==> src/rtl/i2c_cfg_pkg.sv <==
package i2c_cfg_pkg;

  typedef enum logic [2:0] {
    ST_IDLE,
    ST_ADDR,
    ST_ADDR_ACK,
    ST_WR,
    ST_WR_ACK,
    ST_RD,
    ST_RD_ACK,
    ST_HOLD
  } tgt_state_e;

endpackage

==> src/rtl/i2c_line_sync.sv <==
module i2c_line_sync #(
  parameter int STAGES = 2
) (
  input  logic clk,
  input  logic rst_n,
  input  logic scl_in,
  input  logic sda_in,
  output logic scl_lvl,
  output logic sda_lvl,
  output logic scl_rise,
  output logic scl_fall,
  output logic start_det,
  output logic stop_det
);

  logic [STAGES-1:0] scl_pipe;
  logic [STAGES-1:0] sda_pipe;
  logic              scl_prev;
  logic              sda_prev;

  generate
    if (STAGES == 1) begin : g_single
      always_ff @(posedge clk or negedge rst_n) begin
        if (!rst_n) begin
          scl_pipe <= '1;
          sda_pipe <= '1;
        end else begin
          scl_pipe <= scl_in;
          sda_pipe <= sda_in;
        end
      end
    end else begin : g_chain
      always_ff @(posedge clk or negedge rst_n) begin
        if (!rst_n) begin
          scl_pipe <= '1;
          sda_pipe <= '1;
        end else begin
          scl_pipe <= {scl_pipe[STAGES-2:0], scl_in};
          sda_pipe <= {sda_pipe[STAGES-2:0], sda_in};
        end
      end
    end
  endgenerate

  always_ff @(posedge clk or negedge rst_n) begin
    if (!rst_n) begin
      scl_prev <= 1'b1;
      sda_prev <= 1'b1;
    end else begin
      scl_prev <= scl_pipe[STAGES-1];
      sda_prev <= sda_pipe[STAGES-1];
    end
  end

  assign scl_lvl   = scl_pipe[STAGES-1];
  assign sda_lvl   = sda_pipe[STAGES-1];
  assign scl_rise  = scl_lvl & ~scl_prev;
  assign scl_fall  = ~scl_lvl & scl_prev;
  // SDA edges only count as conditions when SCL is high on both samples
  assign start_det = scl_lvl & scl_prev & sda_prev & ~sda_lvl;
  assign stop_det  = scl_lvl & scl_prev & ~sda_prev & sda_lvl;

endmodule

==> src/rtl/i2c_addr_match.sv <==
module i2c_addr_match #(
  parameter int              AW          = 7,
  parameter logic [AW-1:0]   FIXED_ADDR  = 7'h5C,
  parameter logic [AW-1:0]   ALT_ADDR    = 7'h50,
  parameter int              ALT_DC_BITS = 3
) (
  input  logic [AW-1:0] addr,
  output logic          hit
);

  localparam logic [AW-1:0] ALT_MASK = ~((AW'(1) << ALT_DC_BITS) - AW'(1));

  logic fixed_hit;
  logic alt_hit;

  assign fixed_hit = (addr == FIXED_ADDR);

  generate
    if (ALT_DC_BITS == 0) begin : g_alt_exact
      assign alt_hit = (addr == ALT_ADDR);
    end else begin : g_alt_masked
      assign alt_hit = ((addr & ALT_MASK) == (ALT_ADDR & ALT_MASK));
    end
  endgenerate

  assign hit = fixed_hit | alt_hit;

endmodule

==> src/rtl/i2c_reg_bank.sv <==
module i2c_reg_bank #(
  parameter int NREGS = 16,
  parameter int DW    = 8,
  localparam int PW   = $clog2(NREGS)
) (
  input  logic              clk,
  input  logic              rst_n,
  input  logic              ptr_load,
  input  logic [PW-1:0]     ptr_val,
  input  logic              wr_en,
  input  logic [DW-1:0]     wr_data,
  input  logic              rd_adv,
  output logic [DW-1:0]     rd_data,
  output logic [PW-1:0]     ptr,
  output logic [NREGS*DW-1:0] bank
);

  localparam logic [PW-1:0] LAST = PW'(NREGS - 1);

  logic [DW-1:0] regs [NREGS];
  logic [PW-1:0] ptr_next;

  assign ptr_next = (ptr == LAST) ? '0 : ptr + PW'(1);

  always_ff @(posedge clk or negedge rst_n) begin
    if (!rst_n) begin
      ptr <= '0;
    end else if (ptr_load) begin
      ptr <= ptr_val;
    end else if (wr_en || rd_adv) begin
      ptr <= ptr_next;
    end
  end

  genvar k;
  generate
    for (k = 0; k < NREGS; k++) begin : g_reg
      always_ff @(posedge clk or negedge rst_n) begin
        if (!rst_n) begin
          regs[k] <= '0;
        end else if (wr_en && (ptr == PW'(k))) begin
          regs[k] <= wr_data;
        end
      end
      assign bank[k*DW +: DW] = regs[k];
    end
  endgenerate

  assign rd_data = regs[ptr];

endmodule

==> src/rtl/i2c_target_fsm.sv <==
module i2c_target_fsm
  import i2c_cfg_pkg::*;
#(
  parameter int DW  = 8,
  parameter int PW  = 4,
  localparam int AW = DW - 1,
  localparam int CW = $clog2(DW + 1)
) (
  input  logic          clk,
  input  logic          rst_n,
  input  logic          scl_rise,
  input  logic          scl_fall,
  input  logic          sda_lvl,
  input  logic          start_det,
  input  logic          stop_det,
  input  logic          addr_hit,
  input  logic [DW-1:0] rd_data,
  output logic [AW-1:0] addr,
  output logic          ptr_load,
  output logic [PW-1:0] ptr_val,
  output logic          wr_en,
  output logic [DW-1:0] wr_data,
  output logic          rd_adv,
  output logic          sda_pull,
  output tgt_state_e    state
);

  localparam logic [CW-1:0] FULL = CW'(DW);
  localparam logic [CW-1:0] LAST_BIT = CW'(DW - 1);

  logic [DW-1:0] shreg;
  logic [DW-1:0] txreg;
  logic [CW-1:0] cnt;
  logic          rw_bit;
  logic          first_byte;
  logic          master_ack;

  assign addr    = shreg[DW-1:1];
  assign wr_data = shreg;
  assign ptr_val = shreg[PW-1:0];

  always_ff @(posedge clk or negedge rst_n) begin
    if (!rst_n) begin
      state      <= ST_IDLE;
      shreg      <= '0;
      txreg      <= '0;
      cnt        <= '0;
      rw_bit     <= 1'b0;
      first_byte <= 1'b0;
      master_ack <= 1'b0;
      sda_pull   <= 1'b0;
      ptr_load   <= 1'b0;
      wr_en      <= 1'b0;
      rd_adv     <= 1'b0;
    end else begin
      ptr_load <= 1'b0;
      wr_en    <= 1'b0;
      rd_adv   <= 1'b0;
      if (start_det) begin
        state    <= ST_ADDR;
        cnt      <= '0;
        sda_pull <= 1'b0;
      end else if (stop_det) begin
        state    <= ST_IDLE;
        sda_pull <= 1'b0;
      end else begin
        unique case (state)
          ST_ADDR: begin
            if (scl_rise && cnt != FULL) begin
              shreg <= {shreg[DW-2:0], sda_lvl};
              cnt   <= cnt + CW'(1);
            end else if (scl_fall && cnt == FULL) begin
              rw_bit <= shreg[0];
              if (addr_hit) begin
                state    <= ST_ADDR_ACK;
                sda_pull <= 1'b1;
              end else begin
                state <= ST_HOLD;
              end
            end
          end
          ST_ADDR_ACK: begin
            if (scl_fall) begin
              cnt <= '0;
              if (rw_bit) begin
                txreg    <= rd_data;
                sda_pull <= ~rd_data[DW-1];
                state    <= ST_RD;
              end else begin
                sda_pull   <= 1'b0;
                first_byte <= 1'b1;
                state      <= ST_WR;
              end
            end
          end
          ST_WR: begin
            if (scl_rise && cnt != FULL) begin
              shreg <= {shreg[DW-2:0], sda_lvl};
              cnt   <= cnt + CW'(1);
            end else if (scl_fall && cnt == FULL) begin
              if (first_byte) begin
                ptr_load   <= 1'b1;
                first_byte <= 1'b0;
              end else begin
                wr_en <= 1'b1;
              end
              sda_pull <= 1'b1;
              state    <= ST_WR_ACK;
            end
          end
          ST_WR_ACK: begin
            if (scl_fall) begin
              sda_pull <= 1'b0;
              cnt      <= '0;
              state    <= ST_WR;
            end
          end
          ST_RD: begin
            if (scl_fall) begin
              if (cnt == LAST_BIT) begin
                sda_pull   <= 1'b0;
                rd_adv     <= 1'b1;
                master_ack <= 1'b0;
                state      <= ST_RD_ACK;
              end else begin
                txreg    <= {txreg[DW-2:0], 1'b0};
                sda_pull <= ~txreg[DW-2];
                cnt      <= cnt + CW'(1);
              end
            end
          end
          ST_RD_ACK: begin
            if (scl_rise) begin
              master_ack <= ~sda_lvl;
            end else if (scl_fall) begin
              if (master_ack) begin
                txreg    <= rd_data;
                sda_pull <= ~rd_data[DW-1];
                cnt      <= '0;
                state    <= ST_RD;
              end else begin
                state <= ST_HOLD;
              end
            end
          end
          ST_HOLD: ;
          default: ;
        endcase
      end
    end
  end

endmodule

==> src/rtl/i2c_cfg_target.sv <==
module i2c_cfg_target
  import i2c_cfg_pkg::*;
#(
  parameter int            NREGS       = 16,
  parameter int            DW          = 8,
  parameter logic [DW-2:0] FIXED_ADDR  = 7'h5C,
  parameter logic [DW-2:0] ALT_ADDR    = 7'h50,
  parameter int            ALT_DC_BITS = 3,
  parameter int            SYNC_STAGES = 2,
  localparam int           PW          = $clog2(NREGS),
  localparam int           AW          = DW - 1
) (
  input  logic                clk,
  input  logic                rst_n,
  input  logic                scl_in,
  input  logic                sda_in,
  output logic                sda_pull,
  output logic [NREGS*DW-1:0] reg_bank
);

  logic          scl_lvl;
  logic          sda_lvl;
  logic          scl_rise;
  logic          scl_fall;
  logic          start_det;
  logic          stop_det;
  logic [AW-1:0] addr;
  logic          addr_hit;
  logic          ptr_load;
  logic [PW-1:0] ptr_val;
  logic          wr_en;
  logic [DW-1:0] wr_data;
  logic          rd_adv;
  logic [DW-1:0] rd_data;
  logic [PW-1:0] ptr;
  tgt_state_e    state;

  i2c_line_sync #(.STAGES(SYNC_STAGES)) u_sync (
    .clk       (clk),
    .rst_n     (rst_n),
    .scl_in    (scl_in),
    .sda_in    (sda_in),
    .scl_lvl   (scl_lvl),
    .sda_lvl   (sda_lvl),
    .scl_rise  (scl_rise),
    .scl_fall  (scl_fall),
    .start_det (start_det),
    .stop_det  (stop_det)
  );

  i2c_addr_match #(
    .AW          (AW),
    .FIXED_ADDR  (FIXED_ADDR),
    .ALT_ADDR    (ALT_ADDR),
    .ALT_DC_BITS (ALT_DC_BITS)
  ) u_match (
    .addr (addr),
    .hit  (addr_hit)
  );

  i2c_target_fsm #(.DW(DW), .PW(PW)) u_fsm (
    .clk       (clk),
    .rst_n     (rst_n),
    .scl_rise  (scl_rise),
    .scl_fall  (scl_fall),
    .sda_lvl   (sda_lvl),
    .start_det (start_det),
    .stop_det  (stop_det),
    .addr_hit  (addr_hit),
    .rd_data   (rd_data),
    .addr      (addr),
    .ptr_load  (ptr_load),
    .ptr_val   (ptr_val),
    .wr_en     (wr_en),
    .wr_data   (wr_data),
    .rd_adv    (rd_adv),
    .sda_pull  (sda_pull),
    .state     (state)
  );

  i2c_reg_bank #(.NREGS(NREGS), .DW(DW)) u_bank (
    .clk      (clk),
    .rst_n    (rst_n),
    .ptr_load (ptr_load),
    .ptr_val  (ptr_val),
    .wr_en    (wr_en),
    .wr_data  (wr_data),
    .rd_adv   (rd_adv),
    .rd_data  (rd_data),
    .ptr      (ptr),
    .bank     (reg_bank)
  );

endmodule

==> config.mk <==
export PLATFORM = sky130hd
export DESIGN_NAME = i2c_cfg_target
export DESIGN_NICKNAME = d
export VERILOG_FILES = /design/src/rtl/i2c_cfg_pkg.sv /design/src/rtl/i2c_line_sync.sv /design/src/rtl/i2c_addr_match.sv /design/src/rtl/i2c_reg_bank.sv /design/src/rtl/i2c_target_fsm.sv /design/src/rtl/i2c_cfg_target.sv
export SDC_FILE = /design/constraint.sdc
export NUM_CORES = 1
export LEC_CHECK = 0
export CAP_MARGIN = 20
export CORE_ASPECT_RATIO = 0.9
export CORE_MARGIN = 1
export CORE_UTILIZATION = 34
export CTS_BUF_LIST = sky130_fd_sc_hd__clkbuf_2 sky130_fd_sc_hd__clkbuf_4 sky130_fd_sc_hd__clkbuf_8
export CTS_CLUSTER_DIAMETER = 60
export DETAILED_ROUTE_END_ITERATION = 10
export GPL_TIMING_DRIVEN = 0
export SYNTH_ARGS = -nofsm -noshare
export SYNTH_HDL_FRONTEND = slang
export SYNTH_SLANG_ARGS = --single-unit
==> constraint.sdc <==
create_clock -name clk -period 4.65 [get_ports clk]
set_input_delay 0.93 -clock clk [delete_from_list [all_inputs] [get_ports clk]]
set_output_delay 0.93 -clock clk [all_outputs]
set_load 0.05 [all_outputs]
==> qor.csv <==
metric,value,unit
Die Width,161,µm
I/O pin cnt,133,
Critical Path Max Stage Delay,0.65,ns
H-Tree Level Count,4,
Netlist cell types,50,
Die Ht,145,µm
most instantiated cells after synthesis,"dfrtp_1, mux2_2, clkbuf_1",
RSZ-0062 raised after global routing,false,
Ys Warns,0,
post-place instance area,0.00949,mm²
most frequent cell after synthesis,dfrtp_1,
final setup vio count,0,
worst-path cell with the longest stage delay,buf_1,
via count,5558,
largest net degree at the start of global routing,89,
crit path DAT,3.28,ns
Fmax achieved,340,MHz
"CTS clk-pin slew, worst paths",0.09,ns
CTS sink count,167,
Yosys top cell area share,51.9,%
status,"finished, final reports clean",
Initial Util,34.6,%
remaining antenna violation count after routing,0,
number of global-route vias before repair,5646,
Layout area overhead,27.7,%
Setup CP Type,flip-flop to flip-flop,
postcts setup bufs,0,
Mapped Nets,587,
Post-Synthesis Cells,577,
worst path cell trace,buf_2 > buf_1 > inv_1 > ha_1 > nand3_1 > mux2_2,
Tcrit/Tclk final,63.2,%
Max Transition Viols Final,0,
clk_lat worst skew,0.47,ns
ys async rst share,100,%
PwrDens,402,mW/mm²
Final Critical Period,2.94,ns
Core Region,0.0224,mm²
cts hold-fix bufs,0,
antenna violations before repair,0,
slew margin rel.,46.2,%
initial drt markers,327,
routed wire length,22900,µm
Final Hold Vio Count,0,
count of state elements after synthesis,167,
VDD IR max,0.000202,V
share of post-route cells with drive strength above 1,28.3,%
most used flip-flop cell after synthesis,dfrtp_1,
Post-Layout Inst Area,0.00991,mm²
largest cells by area after synthesis,"dfrtp_1, mux2_2, mux4_2, dfstp_2, a21oi_1",
clock skew,0.0173,ns
worst slew pin tran,0.807,ns
DP HPWL,16200,µm
die area,0.0234,mm²
"EDFF count, synth",0,
CTS max path bufs,2,
max-capacitance violation count,0,
worst hold-check slack,0.361,ns
Pre-Repair DR Iteration Count,5,
CP top delay family,buffers and inverters,
"Seq/Total Area, Yosys",53.9,%
crit path launch type,flip-flop,
Buffers & Inverters on Critical Path,3,
Hold WC Path Type,flip-flop to flip-flop,
vias per std cell,5.35,
cts repair resizes,0,
CTS tree,built,
total CTS buffers,17,
global-route wire length before repair,34700,µm
Syn Std Cell Area,0.00776,mm²
CTS root buf,clkbuf_8,
antenna fix cells,0,
crit path max fanout,10,
All-Layer GR Usage,20.0,%
leading area contributor after synthesis,dfrtp_1,
total gr overflow,0,
Worst setup EP type,flip-flop,
leakage,4.36,nW
PortBufs,132,
routed len/inst,22.1,µm
mean area per synthesized cell,13.5,µm²
Critical Path RT,4.99,ns
# DRC,0,
Layout Nets,739,
GPL Wtd Cong,0.856,
Cell Rows,52,
[report_power, final]
part / switching (W) / internal, W / total (W)
registers: 0.000114 / 0.00157 / 0.00169
logic: 0.000759 / 0.000408 / 0.00117
clock network: 0.000584 / 0.000544 / 0.00113
total: 0.00146 / 0.00253 / 0.00398
[final timing paths]
path,endpoint,from,slack (ns),depth (start not counted)
hold / removal,u_sync.scl_pipe[1]$_DFF_PN1_,u_sync.scl_pipe[0]$_DFF_PN1_,0.36,0
setup / recovery,u_bank.bank[103]$_DFFE_PN0P_,u_bank.ptr[0]$_DFFE_PN0P_,1.71,6
min in group asynchronous,u_bank.bank[98]$_DFFE_PN0P_,rst_n,0.45,1
setup reg to reg,u_bank.bank[103]$_DFFE_PN0P_,u_bank.ptr[0]$_DFFE_PN0P_,1.71,6
max in group asynchronous,u_sync.sda_pipe[0]$_DFF_PN1_,rst_n,3.36,2
hold reg to reg,u_sync.scl_pipe[1]$_DFF_PN1_,u_sync.scl_pipe[0]$_DFF_PN1_,0.36,0
[logic make-up after synthesis]
logic type	synth area share [%]
AOI/OAI and AO/OA	7.57
muxes	28.1
buffers and inverters	2.82
adders and majority gates	0.967
and+or+nand+nor	6.41
xor gates and xnor gates	0.226
DFF	53.9
[flip-flops by register name (all words and copies together) (netlist names), 2 cells and up]
| signal | cells |
|---|---|
| u_sync.scl_pipe | 2 |
| u_fsm.wr_data | 8 |
| u_sync.sda_pipe | 2 |
| u_bank.ptr | 4 |
| u_bank.bank | 128 |
| u_fsm.txreg | 7 |
| u_fsm.state | 3 |
| u_fsm.cnt | 4 |
[layout by cell type (no fill, tap or decap), drive strengths merged, types with 6 or more instances in the layout]
cell type and count:
dfrtp 161, clkdlybuf4s50 131, mux2 126, clkbuf 50, mux4 32, a21oi 28, o21ai 24, nand2 23
nor2 20, inv 18, nand3 16, a22oi 15, buf 11, ha 6, dfstp 6
[per-layer routing]
layer  GRT usage, %  share of wire, %  up-vias
li1               -                 -     2435
met4           5.57               1.3        0
met2           29.9                45      203
met5              0                 0        -
met1           29.0                46     2896
met3           4.96               6.9       24
[final cells by class]
| class | count | area [µm²] |
|---|---|---|
| Fill cell | 2038 | 12500 |
| Sequential cell | 167 | 4190 |
| Multi-Input combinational cell | 356 | 3360 |
| Timing Repair Buffer | 133 | 1350 |
| Tap cell | 297 | 372 |
| Clock buffer | 17 | 234 |
| Clock inverter | 15 | 190 |
| Buffer | 42 | 174 |
| Inverter | 12 | 45.0 |
[per-stage QoR]
stage / worst slack (ns) / power, W / util (%) / TNS [ns] / cells
final: 1.71 / 0.00398 / 44.2 / 0 / 1039
after global routing: 1.49 / 0.00419 / 44.2 / 0 / 1039
after CTS: 1.67 / 0.00402 / 44.2 / 0 / 1039
after detailed placement: 1.69 / 0.00289 / 42.3 / 0 / 1007
after global placement: -4.07 / 0.00285 / 42.1 / -664.45 / 1006
after floorplan: 2.32 / 0.00247 / - / 0 / 577
Power figures use the tool's default switching activity.
